File: config.mk
export PLATFORM = sky130hd
export DESIGN_NAME = insn_guard
export DESIGN_NICKNAME = d
export VERILOG_FILES = /design/src/rtl/insn_guard_pkg.sv /design/src/rtl/ig_prefix_detect.sv /design/src/rtl/ig_lock_class.sv /design/src/rtl/ig_modrm_check.sv /design/src/rtl/ig_len_counter.sv /design/src/rtl/insn_guard.sv
export SDC_FILE = /design/constraint.sdc
export NUM_CORES = 1
export LEC_CHECK = 0
export BUFFER_PORTS_ARGS = -buffer_cell sky130_fd_sc_hd__buf_4
export CAP_MARGIN = 10
export CORE_UTILIZATION = 49
export DETAILED_ROUTE_END_ITERATION = 10
export PLACE_DENSITY = 0.75
export RECOVER_POWER = 50
export SYNTH_ARGS = -nofsm -noshare
export SYNTH_HDL_FRONTEND = slang
export SYNTH_SLANG_ARGS = --single-unit
File: constraint.sdc
create_clock -name clk -period 1.6 [get_ports clk]
set_input_delay 0.32 -clock clk [delete_from_list [all_inputs] [get_ports clk]]
set_output_delay 0.32 -clock clk [all_outputs]
set_load 0.01 [all_outputs]
File: src/rtl/insn_guard_pkg.sv
// Package: shared types and constants for the instruction validator.
// Assumes: vector numbers fixed by the architecture being checked.
package insn_guard_pkg;
    typedef enum logic [1:0] {
        RES_OK   = 2'd0,
        RES_LEN  = 2'd1,
        RES_LOCK = 2'd2
    } res_kind_e;

    typedef enum logic [2:0] {
        LK_NONE,
        LK_ANY,
        LK_REG0TO6,
        LK_REG01,
        LK_REG23,
        LK_REG567
    } lock_cls_e;

    typedef enum logic [2:0] {
        PH_PREFIX,
        PH_OPC2,
        PH_MODRM,
        PH_TAIL
    } phase_e;

    localparam logic [7:0] VEC_NONE = 8'd0;
    localparam logic [7:0] VEC_LEN  = 8'd13;
    localparam logic [7:0] VEC_LOCK = 8'd6;
    localparam logic [7:0] ESC_BYTE = 8'h0F;
endpackage

File: src/rtl/ig_prefix_detect.sv
// Module: ig_prefix_detect
// Classifies one byte as a prefix and flags the bus-lock prefix.
// Assumes: only called while the instruction is still in its prefix phase.
module ig_prefix_detect (
    input  logic [7:0] byte_in,
    output logic       is_prefix,
    output logic       is_lock
);
    // Match against the recognised prefix set.
    always_comb begin
        is_lock = (byte_in == 8'hF0);
        unique case (byte_in)
            8'hF0, 8'hF2, 8'hF3,
            8'h2E, 8'h36, 8'h3E, 8'h26,
            8'h64, 8'h65, 8'h66, 8'h67: is_prefix = 1'b1;
            default:                    is_prefix = 1'b0;
        endcase
    end
endmodule

File: src/rtl/ig_lock_class.sv
// Module: ig_lock_class
// Maps an opcode byte to the reg-field class under which locking is allowed.
// Assumes: two_byte is set when the byte follows the 0F escape.
module ig_lock_class
    import insn_guard_pkg::*;
(
    input  logic [7:0] opc,
    input  logic       two_byte,
    output lock_cls_e  cls
);
    // Whitelist lookup for one- and two-byte opcode maps.
    always_comb begin
        cls = LK_NONE;
        if (two_byte) begin
            if (opc == 8'hAB || opc == 8'hB3 || opc == 8'hBB) cls = LK_ANY;
            else if (opc == 8'hBA)                            cls = LK_REG567;
        end else begin
            if (opc[7:6] == 2'b00 && opc[2:1] == 2'b00 && opc[5:3] != 3'd7)
                cls = LK_ANY;
            else if (opc == 8'h86 || opc == 8'h87)
                cls = LK_ANY;
            else if (opc[7:2] == 6'b100000)
                cls = LK_REG0TO6;
            else if (opc == 8'hFE || opc == 8'hFF)
                cls = LK_REG01;
            else if (opc == 8'hF6 || opc == 8'hF7)
                cls = LK_REG23;
        end
    end
endmodule

File: src/rtl/ig_modrm_check.sv
// Module: ig_modrm_check
// Decides whether an addressing byte makes a locked opcode legal.
// Assumes: cls came from ig_lock_class for the same instruction.
module ig_modrm_check
    import insn_guard_pkg::*;
(
    input  lock_cls_e  cls,
    input  logic [7:0] modrm,
    output logic       lock_ok
);
    logic       mem_dst;
    logic [2:0] reg_f;

    // Memory destination plus reg-field match for the class.
    always_comb begin
        mem_dst = (modrm[7:6] != 2'b11);
        reg_f   = modrm[5:3];
        unique case (cls)
            LK_ANY:     lock_ok = mem_dst;
            LK_REG0TO6: lock_ok = mem_dst && (reg_f != 3'd7);
            LK_REG01:   lock_ok = mem_dst && (reg_f <= 3'd1);
            LK_REG23:   lock_ok = mem_dst && (reg_f == 3'd2 || reg_f == 3'd3);
            LK_REG567:  lock_ok = mem_dst && (reg_f >= 3'd5);
            default:    lock_ok = 1'b0;
        endcase
    end
endmodule

File: src/rtl/ig_len_counter.sv
// Module: ig_len_counter
// Counts accepted bytes of the open instruction and flags the ceiling breach.
// Assumes: the owner stops feeding bytes after over_next is seen.
module ig_len_counter #(
    parameter int MAX_LEN = 15
) (
    input  logic clk,
    input  logic rst_n,
    input  logic take,
    input  logic restart,
    output logic over_next
);
    localparam int CW = $clog2(MAX_LEN + 2);

    logic [CW-1:0] cnt_q;
    logic [CW-1:0] len_next;

    // Length this byte gives the instruction.
    always_comb begin
        len_next  = restart ? CW'(1) : cnt_q + CW'(1);
        over_next = (len_next > CW'(MAX_LEN));
    end

    // Hold the count, never storing a value past the ceiling.
    always_ff @(posedge clk) begin
        if (!rst_n)                 cnt_q <= '0;
        else if (take && !over_next) cnt_q <= len_next;
    end

    AST_CNT_CEILING: assert property (@(posedge clk) disable iff (!rst_n)
        cnt_q <= CW'(MAX_LEN));
endmodule

File: src/rtl/insn_guard.sv
// Module: insn_guard (top)
// Walks the byte stream of each instruction through prefix, opcode and
// addressing-byte phases and emits one result per instruction.
// Assumes: upstream marks first and last bytes; last may be absent on faults.
module insn_guard
    import insn_guard_pkg::*;
#(
    parameter int MAX_LEN = 15
) (
    input  logic       clk,
    input  logic       rst_n,
    input  logic       byte_vld,
    input  logic [7:0] byte_data,
    input  logic       byte_first,
    input  logic       byte_last,
    output logic       res_vld,
    output logic [1:0] res_kind,
    output logic [7:0] res_vector
);
    logic      active_q;
    phase_e    phase_q, ph_cur, ph_n;
    logic      lock_q, lock_cur, lock_n;
    lock_cls_e cls_q, cls_cur, cls_n, cls_lut;
    logic      okq, ok_cur, ok_n, ok_lut;
    logic      take, is_prefix, is_lock, over;
    res_kind_e kind_q;

    assign take = byte_vld && (byte_first || active_q);

    ig_prefix_detect u_pfx (
        .byte_in   (byte_data),
        .is_prefix (is_prefix),
        .is_lock   (is_lock)
    );

    ig_lock_class u_cls (
        .opc      (byte_data),
        .two_byte (ph_cur == PH_OPC2),
        .cls      (cls_lut)
    );

    ig_modrm_check u_mrm (
        .cls     (cls_cur),
        .modrm   (byte_data),
        .lock_ok (ok_lut)
    );

    ig_len_counter #(.MAX_LEN(MAX_LEN)) u_len (
        .clk       (clk),
        .rst_n     (rst_n),
        .take      (take),
        .restart   (byte_first),
        .over_next (over)
    );

    // Start-of-instruction view: a start flag replaces the stored context.
    always_comb begin
        ph_cur   = byte_first ? PH_PREFIX : phase_q;
        lock_cur = byte_first ? 1'b0      : lock_q;
        cls_cur  = byte_first ? LK_NONE   : cls_q;
        ok_cur   = byte_first ? 1'b0      : okq;
    end

    // Phase walk for the current byte.
    always_comb begin
        ph_n   = ph_cur;
        lock_n = lock_cur;
        cls_n  = cls_cur;
        ok_n   = ok_cur;
        unique case (ph_cur)
            PH_PREFIX: begin
                if (is_prefix) begin
                    lock_n = lock_cur | is_lock;
                end else if (byte_data == ESC_BYTE) begin
                    ph_n = PH_OPC2;
                end else begin
                    cls_n = cls_lut;
                    ph_n  = (cls_lut != LK_NONE) ? PH_MODRM : PH_TAIL;
                end
            end
            PH_OPC2: begin
                cls_n = cls_lut;
                ph_n  = (cls_lut != LK_NONE) ? PH_MODRM : PH_TAIL;
            end
            PH_MODRM: begin
                ok_n = ok_lut;
                ph_n = PH_TAIL;
            end
            default: ph_n = PH_TAIL;
        endcase
    end

    // Context registers and result strobe.
    always_ff @(posedge clk) begin
        if (!rst_n) begin
            active_q <= 1'b0;
            phase_q  <= PH_PREFIX;
            lock_q   <= 1'b0;
            cls_q    <= LK_NONE;
            okq      <= 1'b0;
            res_vld  <= 1'b0;
            kind_q   <= RES_OK;
            res_vector <= VEC_NONE;
        end else begin
            res_vld <= 1'b0;
            if (take) begin
                phase_q <= ph_n;
                lock_q  <= lock_n;
                cls_q   <= cls_n;
                okq     <= ok_n;
                if (over) begin
                    active_q   <= 1'b0;
                    res_vld    <= 1'b1;
                    kind_q     <= RES_LEN;
                    res_vector <= VEC_LEN;
                end else if (byte_last) begin
                    active_q <= 1'b0;
                    res_vld  <= 1'b1;
                    if (lock_n && !ok_n) begin
                        kind_q     <= RES_LOCK;
                        res_vector <= VEC_LOCK;
                    end else begin
                        kind_q     <= RES_OK;
                        res_vector <= VEC_NONE;
                    end
                end else begin
                    active_q <= 1'b1;
                end
            end
        end
    end

    assign res_kind = kind_q;

    AST_RESET_QUIET: assert property (@(posedge clk)
        !rst_n |=> !res_vld);
    AST_STROBE_NEEDS_BYTE: assert property (@(posedge clk) disable iff (!rst_n)
        !byte_vld |=> !res_vld);
    AST_OK_VECTOR: assert property (@(posedge clk) disable iff (!rst_n)
        (res_vld && res_kind == 2'd0) |-> res_vector == 8'd0);
    AST_LEN_VECTOR: assert property (@(posedge clk) disable iff (!rst_n)
        (res_vld && res_kind == 2'd1) |-> res_vector == 8'd13);
    AST_LOCK_VECTOR: assert property (@(posedge clk) disable iff (!rst_n)
        (res_vld && res_kind == 2'd2) |-> res_vector == 8'd6);
    AST_KIND_RANGE: assert property (@(posedge clk) disable iff (!rst_n)
        res_vld |-> res_kind != 2'd3);
    AST_NO_DOUBLE_STROBE: assert property (@(posedge clk) disable iff (!rst_n)
        (res_vld && !byte_first) |=> !res_vld);
endmodule

-- Word-level counts from Yosys, hierarchy flattened
Index checks and enable logic that the tools add are counted.
- add/sub/neg operators: 1
- mux-type cells: 35
- order comparisons: 3
- equality and inequality tests: 34
- bitwise logic cells: 1
- reductions and logical operators: 26
- operator list (cell ; number):
    $eq A8 B8 Y1 const B ; 13
    $mux W3 ; 14
    $eq A8 B6 Y1 const B ; 4
    $eq A8 B7 Y1 const B ; 4
    $mux W8 ; 2
    $eq A3 B2 Y1 const B ; 5
    $pmux W3 S2 ; 2
    $mux W1 ; 11
    $reduce_or A11 Y1 ; 1
    $logic_and A1 B1 Y1 ; 9
    $eq A8 B4 Y1 const B ; 1
    $mux W2 ; 4
    $logic_or A1 B1 Y1 ; 7
    $eq A3 B1 Y1 const B ; 2
    $eq A3 B3 Y1 const B ; 2
    $eq A6 B6 Y1 const B ; 1
    $add A5 B1 Y5 const B ; 1
    $gt A5 B4 Y1 const B ; 1
    $mux W5 ; 1
    $pmux W1 S5 ; 1
    $logic_not A2 Y1 ; 2
    $reduce_and A2 Y1 ; 2
    $ge A3 B3 Y1 const B ; 1
    $le A3 B1 Y1 const B ; 1
    7 further kinds ; 8
- logic and storage cells: 109
- register bits after elaboration: 25
- output and inout port bits: 11
- input bits: 13

-- Depth between registers and ports, before layout
Gate-level depths: netlist of the first run.
- word-level depth: 13
- depth in mapped cells: 7
- gate-level depth less buffers: 7

-- Hierarchy
From an unflattened synthesis of the first run, not the netlist that was laid out.
- cells, all modules: 172
- area total of the unflattened synthesis: 1373.8 um^2
- modules (own cells, without submodules) (module ; times used ; cells an instance ; area each (um^2)):
    insn_guard ; 1 ; 96 ; 807.0
    ig_len_counter ; 1 ; 38 ; 307.8
    ig_lock_class ; 1 ; 19 ; 135.1
    ig_modrm_check ; 1 ; 10 ; 67.6
    ig_prefix_detect ; 1 ; 9 ; 56.3

-- Least setup slack after synthesis of the first run
Ideal clock, no wire load.
- kind: register to register
- start: reg u_len.cnt_q[0]
- end: reg u_len.cnt_q[3]
- cell stages (with the launch flop): 8
- data arrival time: 1.404 ns
- setup slack: 0.082 ns
- required time: 1.486 ns
- period minus slack after synthesis: 1.518 ns
- buffers on the path: 0
- cells stage by stage: dfxtp_1 -> ha_1 -> nand3_1 -> mux2_4 -> nor2_4 -> nand4_1 -> xor2_1 -> nor2_1
- word-level cells in the longest chain between the ends: 5
- RTL lines (item ; RTL line ; text):
    from (decl) ; ig_len_counter.sv:15 ; logic [CW-1:0] cnt_q;
    from (signal assigned) ; ig_len_counter.sv:27 ; else if (take && !over_next) cnt_q <= len_next;
    $add A5 B1 Y5 * ; ig_len_counter.sv:20 ; len_next = restart ? CW'(1) : cnt_q + CW'(1);
    $mux W5 * ; ig_len_counter.sv:20 ;
    $gt A5 B4 Y1 ; ig_len_counter.sv:21 ; over_next = (len_next > CW'(MAX_LEN));
    $logic_not A1 Y1 ; ig_len_counter.sv:27 ;
    $logic_and A1 B1 Y1 ; ig_len_counter.sv:27 ;
Mark *: on every way between the ends. The rest lies on a longest branch, timed or not.
A chain may end at the register's enable or synchronous reset.

-- Worst setup path after layout of the first run
- start: reg phase_q[1]
- end: reg cls_q[0]
- word-level cells in the longest chain between the ends: 6
- elaborated cells on any way between the ends: 7
- classes of those cells: 1 x eq/ne; 5 x mux; 1 x reduce/logical
- RTL lines (item ; RTL line ; text):
    from (decl) ; insn_guard.sv:21 ; phase_e phase_q, ph_cur, ph_n;
    from (signal assigned) ; insn_guard.sv:107 ; phase_q <= ph_n;
    $mux W3 * ; insn_guard.sv:58 ; ph_cur = byte_first ? PH_PREFIX : phase_q;
    $eq A3 B1 Y1 ; insn_guard.sv:38, insn_guard.sv:70 ;
    $mux W3 ; ig_lock_class.sv:14 ; if (two_byte) begin
    $mux W3 ; insn_guard.sv:74 ; end else if (byte_data == ESC_BYTE) begin
    $mux W3 ; insn_guard.sv:72 ; if (is_prefix) begin
    $pmux W3 S2 * ; insn_guard.sv:70 ; unique case (ph_cur)
    to (signal assigned) ; insn_guard.sv:109 ; cls_q <= cls_n;
    to (decl) ; insn_guard.sv:23 ; lock_cls_e cls_q, cls_cur, cls_n, cls_lut;
Marks and branches as above.

==> flow_metrics.tcl, run 1 <==
set metrics [dict create \
    htreeDepth 1 \
    grt_max_degree 21 \
    vdd_drop_max_v 0.000741 \
    wl_um 3270 \
    crit_type "reg -> reg" \
    crit_path_max_fanout 5 \
    crit_family "compound AO/OA/AOI/OAI gates" \
    io_buffers 19 \
    drtIter0Drc 89 \
    crit_buf_inv 2 \
    fmax_mhz 625 \
    cts-root-buf "clkbuf_4" \
    crit_required_ps 1840 \
    numClockSinks 18 \
    cts_tree "yes" \
    slowest_delay_ps 370 \
    layout.nets 196 \
    setup_tns_ps 0 \
    final_hold_viol_count 0 \
    post-route-min-period_ps 1600 \
    grt_pass1_wl_um 4970 \
    cts_inserted_buffers 3 \
    min_period_over_period 1.00 \
    fin_skew_ps 9.83 \
    run_status "finished, final reports clean" \
    num_antenna_cells 0 \
    slowest_stage "dfxtp_1" \
    nFillCells 202 \
    drive_gt1_frac 0.243 \
    cap_violations 0 \
    slew_viol_final 0 \
    vias 1284 \
    yosysMostFrequentCell "nor2_1" \
    io_pins 24 \
    syn_to_final_growth_pct 20.1 \
    start_util 0.535 \
    ys_ff_latch 18 \
    clockBufferDepth 2 \
    end_kind "register" \
    ys_warn_count 0 \
    grt_pass1_vias 1116 \
    remaining_drc_errors 0 \
    final_util 0.643 \
    rsz0062_at_grt "yes" \
    synth_top_area_frac 0.296 \
    hold_buffers 0 \
    num_rows 17 \
    track_usage 0.254 \
    startpoint_type "register" \
    synth_largest_area_cell "dfxtp_1" \
    dp_slack_ps -36.6 \
    synth_edf_count 0 \
    cp.arrival_ps 1840 \
    setup_slack_ps 0.0602 \
    synth.avg_cell_area_sq_um 7.80 \
    core_area_sq_um 2280 \
    leakagePower_nw 0.578 \
    die_y_um 51.8 \
    synth.area.top_cells "dfxtp_1 (30%), buf_4 (6.2%), nor2_1 (5.9%)" \
    async_flop_share 0 \
    gp_congestion 0.888 \
    post-dp-hpwl_um 2200 \
    grt_overflow 0 \
    relSlewSlack 0.647 \
    power.density_nw_per_um2 649 \
    worst_pin_slew_ps 525 \
    synth_commonest_cells "nor2_1 (19), dfxtp_1 (18), nand2_1 (17)" \
    synth_flop_cell "dfxtp_1" \
    wl_per_cell_um 15.6 \
    hp-class "in -> reg" \
    clk_pin_slew_ps 110 \
    cp_cell_sequence "buf_4 -> o31ai_4 -> clkbuf_1 -> o31ai_1 -> a21oi_1 -> o2bb2ai_1" \
    drtAntennaViolNets 0 \
    die_x_um 51.8 \
    antenna_found_initial 0 \
    synth_cells 156 \
    netlist_area_sq_um 1220 \
    drt_first_pass_iters 5 \
    yosysSeqAreaShare 0.296 \
    clock_latency_ps 300 \
    synth.distinct_cells 50 \
    die_area_sq_um 2690 \
    setup_viol 0 \
    avgViaCountPerCell 6.14 \
]
## layout make-up
type                    instances  area, sq um  area share
repair buffers                 33          230       0.157
flip-flops and latches         18          364       0.249
clock buffers                   4         36.3      0.0248
well taps                      28         35.0      0.0240
multi-input cells             123          786       0.537
inverters                       3         11.3     0.00770
## layout by cell type (no fill, tap or decap), types with 2 or more instances in the layout
cell      instances
buf_4            24
xor2_1            2
o21ai_1           2
and2_1            2
a21o_1            2
a21boi_1          2
nor4_1            2
a21oi_2           2
nand4_1           5
nand2_1          17
clkbuf_4          3
o21ai_0           8
inv_1             2
nor3b_1           3
clkbuf_1          8
dfxtp_2           3
nor2_1           19
nand3_1           6
nand3b_1          2
a211o_1           2
conb_1            4
nor2b_1           5
dfxtp_1          15
a31oi_1           4
a21oi_1           8
## path summary, 6_finish.rpt
| check | depth (start not counted) | startpoint | to | slack [ps] |
|---|---|---|---|---|
| min | 2 | byte_last | res_vector[2] | 220 |
| max reg2reg | 6 | phase_q[1] | cls_q[0] | 0.06 |
| max | 6 | phase_q[1] | cls_q[0] | 0.06 |
| min reg2reg | 2 | u_len.cnt_q[4] | u_len.cnt_q[4] | 450 |
## layer usage
metal  routed length [um]  GRT usage
met5                    0          0
met4                   45     0.0721
met3                  333     0.0673
met1                 1320      0.326
met2                 1570      0.415
## kinds of logic (layout without fill, tap and decap cells)
logic type | count (synthesis) | count (layout) | share of synthesized area
adders and majority gates | 1 | 1 | 0.0103
buffers and inverters | 18 | 40 | 0.0894
and+or+nand+nor | 71 | 71 | 0.312
DFF | 18 | 18 | 0.296
muxes | 1 | 1 | 0.0123
other | 1 | 4 | 0.00308
AOI/OAI and AO/OA | 44 | 44 | 0.262
xor gates and xnor gates | 2 | 2 | 0.0144
## timing repair
item,CTS,global route
setup buffers,3,3
endpoints found under the setup margin,2,9
pin swaps,2,4
resized for setup,1,7
## stage by stage
| stage | power [W] | instance area, sq um | std cells | hold slack [ps] |
|---|---|---|---|---|
| 6_report | 0.000950 | 1460 | 209 | 224 |
| 5_1_grt | 0.00100 | 1460 | 209 | 224 |
| 4_1_cts | 0.000947 | 1440 | 206 | 218 |
| 3_5_place_dp | 0.000659 | 1370 | 199 | 436 |
| 3_3_place_gp | 0.000653 | 1370 | 199 | 428 |
| 2_1_floorplan | 0.000592 | 1230 | 159 | 418 |
## sequential cells by signal (all words and copies together) (netlist names)
name         cells
res_vector       2
phase_q          3
res_vld          1
u_len.cnt_q      5
okq              1
lock_q           1
cls_q            3
res_kind         1
active_q         1
## where the power goes
part | internal, W | switching (W) | leakage (nW)
Sequential | 0.000460 | 0.0000116 | 0.147
Clock | 0.000139 | 0.000141 | 0.0210
Combinational | 0.0000855 | 0.000113 | 0.409
## worst register-to-register path, stage by stage, from the launching register on
cell	delay [ps]
dfxtp_1	370
buf_4	160
o31ai_4	250
clkbuf_1	280
o31ai_1	140
a21oi_1	220
o2bb2ai_1	130
Note: power is estimated with default switching activity, not from simulation.
==> inputs of run 2 (changes only) <==
--- a/config.mk
+++ b/config.mk
@@ -7,9 +7,10 @@
 export LEC_CHECK = 0
 export BUFFER_PORTS_ARGS = -buffer_cell sky130_fd_sc_hd__buf_4
 export CAP_MARGIN = 10
+export CORE_MARGIN = 2
 export CORE_UTILIZATION = 49
 export DETAILED_ROUTE_END_ITERATION = 10
-export PLACE_DENSITY = 0.75
+export PLACE_DENSITY = 0.82
 export RECOVER_POWER = 50
 export SYNTH_ARGS = -nofsm -noshare
 export SYNTH_HDL_FRONTEND = slang
==> flow_metrics.tcl, run 2 (same netlist as run 1, synthesis figures left out) <==
set metrics [dict create \
    run_status "complete, but fails checks" \
    violations "negative setup slack" \
    setup_slack_ps -8.02 \
    slowest_delay_ps 370 \
    crit_path_max_fanout 6 \
    htreeDepth 1 \
    gp_congestion 0.935 \
    rsz0062_at_grt "yes" \
    die_x_um 53.8 \
    final_util 0.608 \
    slowest_stage "dfxtp_2" \
    antenna_found_initial 0 \
    dp_slack_ps -31.7 \
    remaining_drc_errors 0 \
    crit_buf_inv 0 \
    grt_max_degree 21 \
    clock_latency_ps 290 \
    cap_violations 0 \
    num_antenna_cells 0 \
    min_period_over_period 1.01 \
    fmax_mhz 622 \
    leakagePower_nw 0.583 \
    slew_viol_final 0 \
    cp_cell_sequence "ha_4 -> nand3_2 -> mux2_4 -> nor2_4 -> nand4_1 -> xor2_1 -> nor2_1" \
    drt_first_pass_iters 5 \
    instances_no_fill 212 \
    num_rows 18 \
    cts_inserted_buffers 3 \
    power.density_nw_per_um2 643 \
    largest_reg_flops 5 \
    clk_pin_slew_ps 100 \
    vdd_drop_max_v 0.000562 \
    crit_required_ps 1840 \
    drtAntennaViolNets 0 \
    crit_type "reg -> reg" \
    final_cell_area_sq_um 1470 \
    layout_common_cells "buf_4 (27), nor2_1 (19), nand2_1 (16), dfxtp_1 (16)" \
    reg.largest.list "u_len.cnt_q x5, cls_q x3, phase_q x3" \
    clockBufferDepth 2 \
    core_area_sq_um 2410 \
    end_kind "register" \
    io_buffers 19 \
    drtIter0Drc 52 \
    placed_cells 203 \
    final_common_cell "buf_4" \
    layout.nets 197 \
    setup_viol 1 \
    start_util 0.505 \
    drive_gt1_frac 0.253 \
    final_hold_viol_count 0 \
    grt_pass1_wl_um 4740 \
    vias 1223 \
    wl_um 2890 \
    io_pins 24 \
    fin_skew_ps 3.36 \
    cp.arrival_ps 1850 \
    die_y_um 53.8 \
    wl_per_cell_um 13.6 \
    crit_family "simple AND/OR/NAND/NOR gates" \
    cts-root-buf "clkbuf_4" \
    dpl-instance-area_sq_um 1390 \
    hp-class "in -> reg" \
    numClockSinks 18 \
    track_usage 0.222 \
    cts_tree "yes" \
    grt_pass1_vias 1114 \
    post-route-min-period_ps 1610 \
    regMostFlops "u_len.cnt_q" \
    post-dp-hpwl_um 2160 \
    nFillCells 204 \
    syn_to_final_growth_pct 20.3 \
    avgViaCountPerCell 5.77 \
    die_area_sq_um 2900 \
    startpoint_type "register" \
    grt_overflow 0 \
]
run 2: timing repair:
item | 4_1_cts | 5_1_grt
pin swaps | 1 | 3
endpoints found under the setup margin | 2 | 7
buffers inserted | 3 | 2
hold buffers | 0 | 0
resized for setup | 0 | 8
run 2: metrics by stage:
stage | power (W) | hold WS (ps) | TNS, ps
2_1_floorplan | 0.000592 | 418 | 0
3_3_place_gp | 0.000655 | 430 | -51.3
3_5_place_dp | 0.000658 | 468 | -60.2
4_1_cts | 0.000945 | 223 | 0
5_1_grt | 0.00100 | 249 | -267
6_report | 0.000942 | 240 | -8.02
run 2: area by class of cell:
cell class	count	area (sq um)	share of cell area
Sequential cell	18	363	0.248
Inverter	3	11.3	0.00769
Tap cell	30	37.5	0.0256
Clock buffer	4	36.3	0.0248
Multi-Input combinational cell	123	788	0.538
Timing Repair Buffer	34	229	0.156
run 2: per-layer routing:
metal	wire length, um	global-route usage
met5	0	0
met2	1420	0.362
met3	175	0.0528
met1	1280	0.287
met4	19	0.0726
run 2: report_power, final:
part | switching (W) | internal, W
registers | 0.0000107 | 0.000459
clock network | 0.000137 | 0.000139
logic | 0.000107 | 0.0000894
total | 0.000255 | 0.000688
run 2: path summary, 6_finish.rpt:
check | from | end | slack (ps) | depth (start not counted)
max | u_len.cnt_q[1] | u_len.cnt_q[3] | -8 | 7
min | byte_last | res_vector[2] | 240 | 2
max reg2reg | u_len.cnt_q[1] | u_len.cnt_q[3] | -8 | 7
min reg2reg | u_len.cnt_q[4] | u_len.cnt_q[4] | 480 | 2
